==> src/rtl/hzd_pkg.sv <==
package hzd_pkg;
  typedef enum logic [1:0] {
    OP_RF  = 2'd0,
    OP_EXM = 2'd1,
    OP_WBA = 2'd2,
    OP_WBL = 2'd3
  } opsel_e;

  typedef enum logic [1:0] {
    ST_KEEP = 2'd0,
    ST_WBA  = 2'd1,
    ST_WBL  = 2'd2
  } stsel_e;

  function automatic logic reg_match(input logic [7:0] a, input logic [7:0] b);
    return (a == b) && (a != 8'd0);
  endfunction
endpackage

==> src/rtl/hzd_fwd_sel.sv <==
module hzd_fwd_sel
  import hzd_pkg::*;
#(
  parameter int REG_W = 5
) (
  input  logic             clk,
  input  logic             rst_n,
  input  logic [REG_W-1:0] src,
  input  logic [REG_W-1:0] mem_rd,
  input  logic             mem_wen,
  input  logic             mem_is_load,
  input  logic [REG_W-1:0] wb_rd,
  input  logic             wb_wen,
  input  logic             wb_is_load,
  output opsel_e           sel,
  output logic             exm_hit,
  output logic             wb_hit
);
  localparam int PADW = 8 - REG_W;

  assign exm_hit = mem_wen && !mem_is_load &&
                   reg_match({{PADW{1'b0}}, src}, {{PADW{1'b0}}, mem_rd});
  assign wb_hit  = wb_wen &&
                   reg_match({{PADW{1'b0}}, src}, {{PADW{1'b0}}, wb_rd});

  always_comb begin
    if (exm_hit)     sel = OP_EXM;
    else if (wb_hit) sel = wb_is_load ? OP_WBL : OP_WBA;
    else             sel = OP_RF;
  end

  assert_young_wins_R4: assert property (@(posedge clk) disable iff (!rst_n)
    (exm_hit && wb_hit) |-> sel == OP_EXM);
  assert_zero_src_R5: assert property (@(posedge clk) disable iff (!rst_n)
    (src == '0) |-> sel == OP_RF);
  assert_no_load_exm_R11: assert property (@(posedge clk) disable iff (!rst_n)
    mem_is_load |-> sel != OP_EXM);
endmodule

==> src/rtl/hzd_store_fwd.sv <==
module hzd_store_fwd
  import hzd_pkg::*;
#(
  parameter int REG_W = 5
) (
  input  logic             clk,
  input  logic             rst_n,
  input  logic             mem_is_store,
  input  logic [REG_W-1:0] mem_rt,
  input  logic [REG_W-1:0] wb_rd,
  input  logic             wb_wen,
  input  logic             wb_is_load,
  output stsel_e           sel
);
  localparam int PADW = 8 - REG_W;
  logic st_hit;

  assign st_hit = mem_is_store && wb_wen &&
                  reg_match({{PADW{1'b0}}, mem_rt}, {{PADW{1'b0}}, wb_rd});

  always_comb begin
    if (st_hit) sel = wb_is_load ? ST_WBL : ST_WBA;
    else        sel = ST_KEEP;
  end

  assert_store_only_R7: assert property (@(posedge clk) disable iff (!rst_n)
    (sel != ST_KEEP) |-> mem_is_store && wb_wen);
endmodule

==> src/rtl/hzd_load_interlock.sv <==
module hzd_load_interlock
  import hzd_pkg::*;
#(
  parameter int REG_W = 5
) (
  input  logic             clk,
  input  logic             rst_n,
  input  logic [REG_W-1:0] id_rs,
  input  logic [REG_W-1:0] id_rt,
  input  logic             id_uses_rs,
  input  logic             id_uses_rt,
  input  logic             id_is_store,
  input  logic [REG_W-1:0] ex_rd,
  input  logic             ex_is_load,
  output logic             stall,
  output logic             rs_dep,
  output logic             rt_dep
);
  localparam int PADW = 8 - REG_W;

  assign rs_dep = id_uses_rs &&
                  reg_match({{PADW{1'b0}}, id_rs}, {{PADW{1'b0}}, ex_rd});
  // store data is bypassed later in the memory stage, so it does not freeze
  assign rt_dep = id_uses_rt && !id_is_store &&
                  reg_match({{PADW{1'b0}}, id_rt}, {{PADW{1'b0}}, ex_rd});
  assign stall  = ex_is_load && (rs_dep || rt_dep);

  assert_stall_cause_R6: assert property (@(posedge clk) disable iff (!rst_n)
    stall |-> ex_is_load && ex_rd != '0);
endmodule

==> src/rtl/hzd_fwd_unit.sv <==
module hzd_fwd_unit
  import hzd_pkg::*;
#(
  parameter int REG_W = 5
) (
  input  logic             clk,
  input  logic             rst_n,
  input  logic [REG_W-1:0] id_rs,
  input  logic [REG_W-1:0] id_rt,
  input  logic             id_uses_rs,
  input  logic             id_uses_rt,
  input  logic             id_is_store,
  input  logic [REG_W-1:0] ex_rs,
  input  logic [REG_W-1:0] ex_rt,
  input  logic [REG_W-1:0] ex_rd,
  input  logic             ex_is_load,
  input  logic [REG_W-1:0] mem_rd,
  input  logic [REG_W-1:0] mem_rt,
  input  logic             mem_wen,
  input  logic             mem_is_load,
  input  logic             mem_is_store,
  input  logic [REG_W-1:0] wb_rd,
  input  logic             wb_wen,
  input  logic             wb_is_load,
  output logic [1:0]       sel_a,
  output logic [1:0]       sel_b,
  output logic [1:0]       sel_st,
  output logic             hold_front,
  output logic             insert_bubble
);
  localparam int NUM_OPS = 2;

  logic [REG_W-1:0] op_src  [NUM_OPS];
  opsel_e           op_sel  [NUM_OPS];
  logic             op_exm  [NUM_OPS];
  logic             op_wb   [NUM_OPS];
  stsel_e           st_sel;
  logic             lu_stall, lu_rs, lu_rt;

  assign op_src[0] = ex_rs;
  assign op_src[1] = ex_rt;

  for (genvar g = 0; g < NUM_OPS; g++) begin : g_op
    hzd_fwd_sel #(.REG_W(REG_W)) u_sel (
      .clk(clk), .rst_n(rst_n), .src(op_src[g]),
      .mem_rd(mem_rd), .mem_wen(mem_wen), .mem_is_load(mem_is_load),
      .wb_rd(wb_rd), .wb_wen(wb_wen), .wb_is_load(wb_is_load),
      .sel(op_sel[g]), .exm_hit(op_exm[g]), .wb_hit(op_wb[g])
    );
  end

  hzd_store_fwd #(.REG_W(REG_W)) u_st (
    .clk(clk), .rst_n(rst_n), .mem_is_store(mem_is_store), .mem_rt(mem_rt),
    .wb_rd(wb_rd), .wb_wen(wb_wen), .wb_is_load(wb_is_load), .sel(st_sel)
  );

  hzd_load_interlock #(.REG_W(REG_W)) u_lu (
    .clk(clk), .rst_n(rst_n), .id_rs(id_rs), .id_rt(id_rt),
    .id_uses_rs(id_uses_rs), .id_uses_rt(id_uses_rt), .id_is_store(id_is_store),
    .ex_rd(ex_rd), .ex_is_load(ex_is_load),
    .stall(lu_stall), .rs_dep(lu_rs), .rt_dep(lu_rt)
  );

  assign sel_a         = op_sel[0];
  assign sel_b         = op_sel[1];
  assign sel_st        = st_sel;
  assign hold_front    = lu_stall;
  assign insert_bubble = lu_stall;

  assert_freeze_pair_R8: assert property (@(posedge clk) disable iff (!rst_n)
    hold_front == insert_bubble);
  assert_dep_freezes_R6: assert property (@(posedge clk) disable iff (!rst_n)
    (ex_is_load && (lu_rs || lu_rt)) |-> hold_front);
  assert_wen_gate_R9: assert property (@(posedge clk) disable iff (!rst_n)
    (!mem_wen && !wb_wen) |-> (sel_a == 2'd0 && sel_b == 2'd0 && sel_st == 2'd0));
  assert_hit_sel_R1: assert property (@(posedge clk) disable iff (!rst_n)
    op_exm[0] |-> sel_a == 2'd1);
endmodule

==> config.mk <==
export PLATFORM = sky130hd
export DESIGN_NAME = hzd_fwd_unit
export DESIGN_NICKNAME = d
export VERILOG_FILES = /design/src/rtl/hzd_pkg.sv /design/src/rtl/hzd_fwd_sel.sv /design/src/rtl/hzd_store_fwd.sv /design/src/rtl/hzd_load_interlock.sv /design/src/rtl/hzd_fwd_unit.sv
export SDC_FILE = /design/constraint.sdc
export NUM_CORES = 1
export LEC_CHECK = 0
export ABC_AREA = 1
export BUFFER_PORTS_ARGS = -buffer_cell sky130_fd_sc_hd__buf_2
export CORE_ASPECT_RATIO = 1.4
export CORE_MARGIN = 2
export CORE_UTILIZATION = 39
export DETAILED_ROUTE_END_ITERATION = 12
export PLACE_DENSITY = 0.88
export SETUP_SLACK_MARGIN = 0.3
export SYNTH_ARGS = -nofsm -noshare
export SYNTH_HDL_FRONTEND = slang
export SYNTH_SLANG_ARGS = --single-unit
==> constraint.sdc <==
create_clock -name vclk -period 0.8
set_input_delay 0.04 -clock vclk [all_inputs]
set_output_delay 0.04 -clock vclk [all_outputs]
set_load 0.01 [all_outputs]
==> results by group, run 1 <==
Setup path
  – Max Fanout on Critical Path: 4
  – Arrival @ worst endpoint: 0.89 ns
  – CP Cell Sequence: buf_12 -> inv_12 -> nand2_1 -> o211ai_1 -> nor2_4 -> nand2_2 -> a21oi_4 -> buf_6
  – Crit path max-delay family: simple AND/OR/NAND/NOR gates
  – CP max-delay cell: nor2_4
  – Crit end category: output pin
  – Worst Path Required: 0.76 ns
  – Worst setup path class: input pin to output pin
  – CP Launch Type: input pin
  – Worst path bufs/invs: 3
  – Largest stage delay, worst path: 0.17 ns

Floorplanning
  – DIE WIDTH: 42.1 um
  – Chip height: 57.4 um
  – Core ar.: 1950 um2
  – DIE AREA: 2420 um2
  – I/O pin count: 59
  – Rows: 19
  – Initial Utilization: 40.7%

Status
  – Status: finished, violations left
  – Violated checks: setup timing

GRT
  – Initial antenna violation count: 0
  – Vias in the first global route: 1358
  – Gr ovfl total: 0
  – Largest net degree at the start of global routing: 7
  – Gr usage total: 27.4%
  – First-pass GRT wire length: 5320 um

Routing
  – DRC: 0
  – Via-to-Cell Ratio: 5.56
  – Via count: 1452
  – Post-Route WL: 4100 um
  – DR pass1 iterations: 4
  – Antenna viol nets, final: 0
  – DRT iter0 DRCs: 48
  – Routed len/inst: 15.7 um

Pwr
  – Pwr Total: 0.000887 W
  – Max IR drop VDD: 304 uV
  – Reg power frac: 0%
  – Psw: 0.000461 W
  – P_int: 0.000426 W
  – Clock power share: 0%
  – Switch share: 52.0%
  – Leak: 0.872 nW
  – Power per cell area: 512 nW/um2
  – Combinational share of power: 100.0%

Timing
  – Period utilisation layout: 117%
  – Min Hold Slack: 0.390 ns
  – Worst-Margin Slew: 0.318 ns
  – Final WS setup: -0.134 ns
  – Max-slew violation count: 0
  – Relative slew slack: 78.7%
  – Period minus WS final: 0.934 ns
  – RSZ-0062 raised after global routing: true
  – Final Hold Violating Endpoints: 0
  – Setup violators final: 7
  – Top achievable clock speed: 1070 MHz

Synthesis
  – Syn. warnings: 0
  – Yosys cell types: 23
  – Mapped Avg Cell Area: 4.36 um2
  – Net Count, Synth: 233
  – Mapped Area: 793 um2
  – Register area share after synthesis: 0%
  – Syn Inst Count: 182

Final layout
  – Layout cells sized above 1: 61.3%
  – Clk_buf instances: 0
  – Area delta synth->final: 118%
  – # nets final: 293
  – Num sequential: 0
  – FF/Latch Area: 0 um2
  – Most frequent cells in the layout: 44 x nand2_1, 21 x nand2_2, 21 x buf_2, 21 x buf_6, 18 x nor2_1
  – Commonest non-fill, non-tap cell in the layout: nand2_1
  – Post-Layout Cell Count: 261
  – Ant diodes: 0

Place
  – Port Buf Inserts: 57
  – HPWL Detailed: 2260 um
  – Gpl congestion: 0.840
  – Inst Count DP: 259

Hold path
  – Hold/Removal Path Class: input pin to output pin

Run
  – Max Cap Viol: 0
-- layer usage --
layer	vias to the layer above	track usage, %	part of all wire (%)
met4	0	15.2	6.5
met5	-	0	0
met3	33	1.90	5.4
met2	98	58.3	59
li1	677	-	-
met1	644	24.0	29
-- path summary, 6_finish.rpt --
check                 slack (ns)  cells past startpoint       start         end
worst max-delay path       -0.13                      8    wb_rd[0]    sel_a[1]
worst min-delay path        0.39                      4  ex_is_load  hold_front
-- what timing repair did --
| item | CTS | global route |
|---|---|---|
| pin swaps | 26 | 23 |
| hold buffers | 0 | 0 |
| buffers inserted | 1 | 1 |
| resized for setup | 75 | 52 |
| endpoints found under the setup margin | 8 | 8 |
-- cell families (layout without fill, tap and decap cells) --
logic type	count (synthesis)	count (layout)	synth area share, %
xor gates and xnor gates	2	2	2.21
buffers and inverters	40	98	19.4
and+or+nand+nor	127	127	69.6
AOI/OAI and AO/OA	13	13	8.83
-- tightest hold or removal path, cell delays in order --
cell	delay, ns
buf_2	0.10
inv_1	0.05
a21oi_2	0.03
buf_2	0.12
-- Yosys cell counts, drive strengths merged --
master,count,area share [%]
nand2,67,32
inv,39,18
nor2,34,18
nand3,14,8.8
o21ai,6,3.8
nand4,5,4.7
a21oi,4,2.5
nand3b,2,1.9
nor3,2,1.9
o22ai,2,1.6
and2,1,0.79
buf,1,0.95
nor3b,1,0.95
o211ai,1,0.95
or2,1,0.79
xnor2,1,1.1
xor2,1,1.1
-- stage by stage --
| step | area (um2) | setup TNS (ns) | worst slack [ns] | utilization (%) |
|---|---|---|---|---|
| after floorplan | 960 | 0 | 0.0634 | - |
| after global placement | 1260 | -0.987 | -0.146 | 64.8 |
| after detailed placement | 1260 | -1.02 | -0.162 | 64.8 |
| after CTS | 1560 | -0.241 | -0.0640 | 80.0 |
| after global routing | 1730 | -0.985 | -0.170 | 88.9 |
| final | 1730 | -0.612 | -0.134 | 88.9 |
-- power groups by stage --
stage,Combinational [W],Clock (W),Sequential (W)
global route,0.000937,0,0
finish,0.000887,0,0
global placement,0.000575,0,0
floorplan,0.000316,0,0
CTS,0.000736,0,0
detailed placement,0.000582,0,0
-- layout make-up --
cell class / count / area, um2
multi-input combinational: 142 / 865
timing repair buffer: 59 / 577
tap: 21 / 26.3
inverter: 39 / 265
fill: 96 / 216
Power figures use the tool's default switching activity.
==> run 2: changes to the inputs <==
Settings changed: MAX_ROUTING_LAYER from default to met4.
==> run 2 against run 1 <==
The flow still finishes with violations (setup timing); highest routed layer unchanged; critical endpoint unchanged; first-iteration DRC count grew 40%; critical path depth is the same; flip-flop and latch count stayed put.
==> results by group, run 2 (same netlist as run 1, synthesis figures left out) <==
Timing
  – Max-slew violation count: 0
  – Final Hold Violating Endpoints: 0
  – Period utilisation layout: 117%
  – Period minus WS final: 0.937 ns
  – Relative slew slack: 78.7%
  – Top achievable clock speed: 1070 MHz
  – Worst-Margin Slew: 0.318 ns
  – Final WS setup: -0.137 ns
  – RSZ-0062 raised after global routing: true
  – Setup violators final: 7

Final layout
  – Ant diodes: 0
  – FF/Latch Area: 0 um2
  – Fillers: 96
  – Post-Layout Cell Count: 261
  – Final instance area: 1730 um2
  – Multi-input gate area: 865 um2
  – Final Util: 88.9%
  – Clk_buf instances: 0
  – Area delta synth->final: 118%
  – Commonest non-fill, non-tap cell in the layout: nand2_1
  – # nets final: 293
  – Layout cells sized above 1: 61.3%
  – Num sequential: 0
  – Most frequent cells in the layout: 44 x nand2_1, 21 x nand2_2, 21 x buf_2, 21 x buf_6, 18 x nor2_1

Pwr
  – Power per cell area: 511 nW/um2
  – Max IR drop VDD: 303 uV
  – Leak: 0.872 nW
  – Pwr Total: 0.000886 W

GRT
  – Largest net degree at the start of global routing: 7
  – Gr ovfl total: 0
  – Initial antenna violation count: 0
  – Vias in the first global route: 1361
  – First-pass GRT wire length: 5290 um
  – Gr usage total: 28.1%

Setup path
  – Worst Path Required: 0.76 ns
  – Crit end category: output pin
  – CP Launch Type: input pin
  – Max Fanout on Critical Path: 4
  – Arrival @ worst endpoint: 0.90 ns
  – Worst setup path class: input pin to output pin

Place
  – HPWL Detailed: 2260 um
  – Post-DP Area: 1260 um2
  – Port Buf Inserts: 57
  – Inst Count DP: 259
  – DP Worst Slack: -0.162 ns
  – Gpl congestion: 0.853

Floorplanning
  – Core ar.: 1950 um2
  – Rows: 19
  – I/O pin count: 59
  – Chip height: 57.4 um
  – Initial Utilization: 40.7%
  – DIE AREA: 2420 um2
  – DIE WIDTH: 42.1 um

Routing
  – DR pass1 iterations: 4
  – DRC: 0
  – Post-Route WL: 4080 um
  – Routed len/inst: 15.6 um
  – DRT iter0 DRCs: 67
  – Via-to-Cell Ratio: 5.65
  – Antenna viol nets, final: 0
  – Via count: 1475

Hold path
  – Hold/Removal Path Class: input pin to output pin

Status
  – Status: finished, violations left
  – Violated checks: setup timing

Clocking
  – Hold-fix buffers, CTS: 0

Run
  – Max Cap Viol: 0
==> run 2: final timing paths <==
check	from	to	slack [ns]	depth (start not counted)
setup / recovery	wb_rd[0]	sel_a[1]	-0.14	8
hold / removal	ex_is_load	hold_front	0.39	4
==> run 2: power by group <==
group / internal, W / switching, W / leakage [nW]
Combinational: 0.000426 / 0.000460 / 0.872
Sequential: 0 / 0 / 0
Clock: 0 / 0 / 0
==> run 2: layout make-up <==
cell class	instances	share of cell area, %
Inverter	39	15.3
Tap cell	21	1.52
Timing Repair Buffer	59	33.3
Multi-Input combinational cell	142	49.9
==> run 2: per-layer routing <==
metal | GRT usage, % | vias to the layer above | part of all wire, %
li1 | - | 681 | -
met1 | 23.8 | 657 | 29
met2 | 58.3 | 98 | 58
met3 | 1.58 | 39 | 4.8
met4 | 15.2 | 0 | 7.8
met5 | - | - | 0
==> run 2: critical path, stage by stage <==
cell and delay [ns]:
buf_12 0.11, inv_12 0.03, nand2_1 0.06, o211ai_1 0.14, nor2_4 0.17, nand2_2 0.08
a21oi_4 0.13, buf_6 0.12
==> run 2: stage by stage <==
stage | hold slack [ns] | TNS, ns
final | 0.391 | -0.595
after global routing | 0.415 | -0.984
after detailed placement | 0.385 | -1.02
after floorplan | 0.111 | 0
after CTS | 0.386 | -0.241
after global placement | 0.385 | -0.987
==> run 2: timing repair <==
| action | 4_1_cts | 5_1_grt |
|---|---|---|
| setup buffers | 1 | 1 |
| pin swaps | 26 | 23 |
| resized for setup | 75 | 52 |
| cloned | 0 | 0 |
| hold endpoints to repair | 0 | 0 |
| setup endpoints to repair | 8 | 8 |
==> run 3: changes to the inputs <==
Clock period 0.8 ns to 0.83 ns, I/O delays scaled along.
==> run 3 against run 2 <==
First-iteration DRC count grew 13%; non-clock buffer count shrank 1; highest routed layer unchanged; clock-buffer cell count did not move; the flow still finishes with violations (setup timing); core utilization is 3.1 points higher; hold slack worse by 0.0034 ns; critical path depth is the same; setup slack worse by 0.0058 ns.
==> results by group, run 3 (same netlist as run 1, synthesis figures left out) <==
Status
  – Status: finished, violations left
  – Violated checks: setup timing

Timing
  – Final Hold Violating Endpoints: 0
  – Top achievable clock speed: 1030 MHz
  – Worst-Margin Slew: 0.267 ns
  – Period utilisation layout: 117%
  – RSZ-0062 raised after global routing: true
  – Max-slew violation count: 0
  – Setup_tns: -0.418 ns
  – Period minus WS final: 0.973 ns
  – Relative slew slack: 82.1%
  – Final WS setup: -0.143 ns
  – Setup violators final: 7

Final layout
  – Commonest non-fill, non-tap cell in the layout: nand2_1
  – Area delta synth->final: 126%
  – Most frequent cells in the layout: 46 x nand2_1, 23 x buf_6, 18 x buf_2
  – FF/Latch Area: 0 um2
  – Num sequential: 0
  – # nets final: 292
  – Final instance area: 1790 um2
  – Ant diodes: 0
  – Layout cells sized above 1: 61.9%
  – Clk_buf instances: 0

Setup path
  – Max Fanout on Critical Path: 3
  – Crit end category: output pin
  – Worst setup path class: input pin to output pin
  – Worst Path Required: 0.79 ns
  – Arrival @ worst endpoint: 0.93 ns
  – CP Launch Type: input pin

Routing
  – Antenna viol nets, final: 0
  – DRT iter0 DRCs: 76
  – Via count: 1512
  – Routed len/inst: 17.0 um
  – Post-Route WL: 4420 um
  – Via-to-Cell Ratio: 5.82
  – DRC: 0
  – DR pass1 iterations: 4

Pwr
  – Leak: 0.905 nW
  – Switch share: 52.2%
  – P_int: 0.000427 W
  – Pwr Total: 0.000892 W
  – Power per cell area: 498 nW/um2
  – Clock power share: 0%
  – Reg power frac: 0%
  – Combinational share of power: 100.0%
  – Max IR drop VDD: 407 uV
  – Psw: 0.000466 W

GRT
  – Gr ovfl total: 0
  – Vias in the first global route: 1322
  – Gr usage total: 29.3%
  – Largest net degree at the start of global routing: 7
  – Initial antenna violation count: 0
  – First-pass GRT wire length: 5440 um

Floorplanning
  – Initial Utilization: 40.7%
  – Chip height: 57.4 um
  – Rows: 19
  – DIE WIDTH: 42.1 um
  – I/O pin count: 59
  – DIE AREA: 2420 um2
  – Core ar.: 1950 um2

Place
  – DP Worst Slack: -0.133 ns
  – Post-DP Area: 1260 um2
  – HPWL Detailed: 2310 um
  – Port Buf Inserts: 57
  – Gpl congestion: 0.862

Run
  – Max Cap Viol: 0

Hold path
  – Hold/Removal Path Class: input pin to output pin
-- run 3: cell types whose count changed in the layout (fill, tap and decap cells not counted), moves of 2 or more --
cell     previous run  this run
nor2_1             18        16
buf_12              2         4
nor2_2              9        11
nand2_1            44        46
o21ai_2             2         4
buf_2              21        18
nand2_4             2         7
nand2_2            21        14
o21ai_1             3         1
buf_6              21        23
-- run 3: cell type report --
type / instances / area, um2
inverter: 39 / 273
fill: 80 / 156
timing repair buffer: 58 / 602
tap: 21 / 26.3
multi-input combinational: 142 / 892
-- run 3: what timing repair did --
item	in CTS	in global routing
hold buffers	0	0
pin swaps	26	19
endpoints found under the setup margin	8	8
setup buffers	1	0
gates resized for setup	84	61
-- run 3: power by group through the flow --
stage,registers (W),logic [W],clock network [W]
after floorplan,0,0.000305,0
after CTS,0,0.000722,0
after detailed placement,0,0.000561,0
after global placement,0,0.000555,0
final,0,0.000892,0
after global routing,0,0.000942,0
-- run 3: worst max-delay path, cell delays in order --
cell	delay, ns
buf_4	0.11
inv_2	0.06
nand2_2	0.07
nand4_2	0.10
nor2_2	0.20
nand2_2	0.10
a21oi_4	0.13
buf_6	0.11
-- run 3: final timing paths --
path	startpoint	to	slack [ns]	cells after the start
setup / recovery	ex_rs[4]	sel_a[1]	-0.14	8
hold / removal	ex_is_load	hold_front	0.39	4
-- run 3: metrics by stage --
stage	util [%]	instances	hold slack [ns]
6_report	92.0	260	0.388
5_1_grt	92.0	260	0.406
4_1_cts	81.1	260	0.388
3_5_place_dp	64.8	259	0.387
3_3_place_gp	64.8	259	0.388
2_1_floorplan	-	182	0.114
-- run 3: per-layer routing --
layer  vias to the layer above  routed length, um  track usage [%]
met5                         -                  0                -
met4                         0                355             11.6
met3                        35                277             1.58
met2                       136               2420             62.5
met1                       664               1370             25.1
li1                        677                  -                -
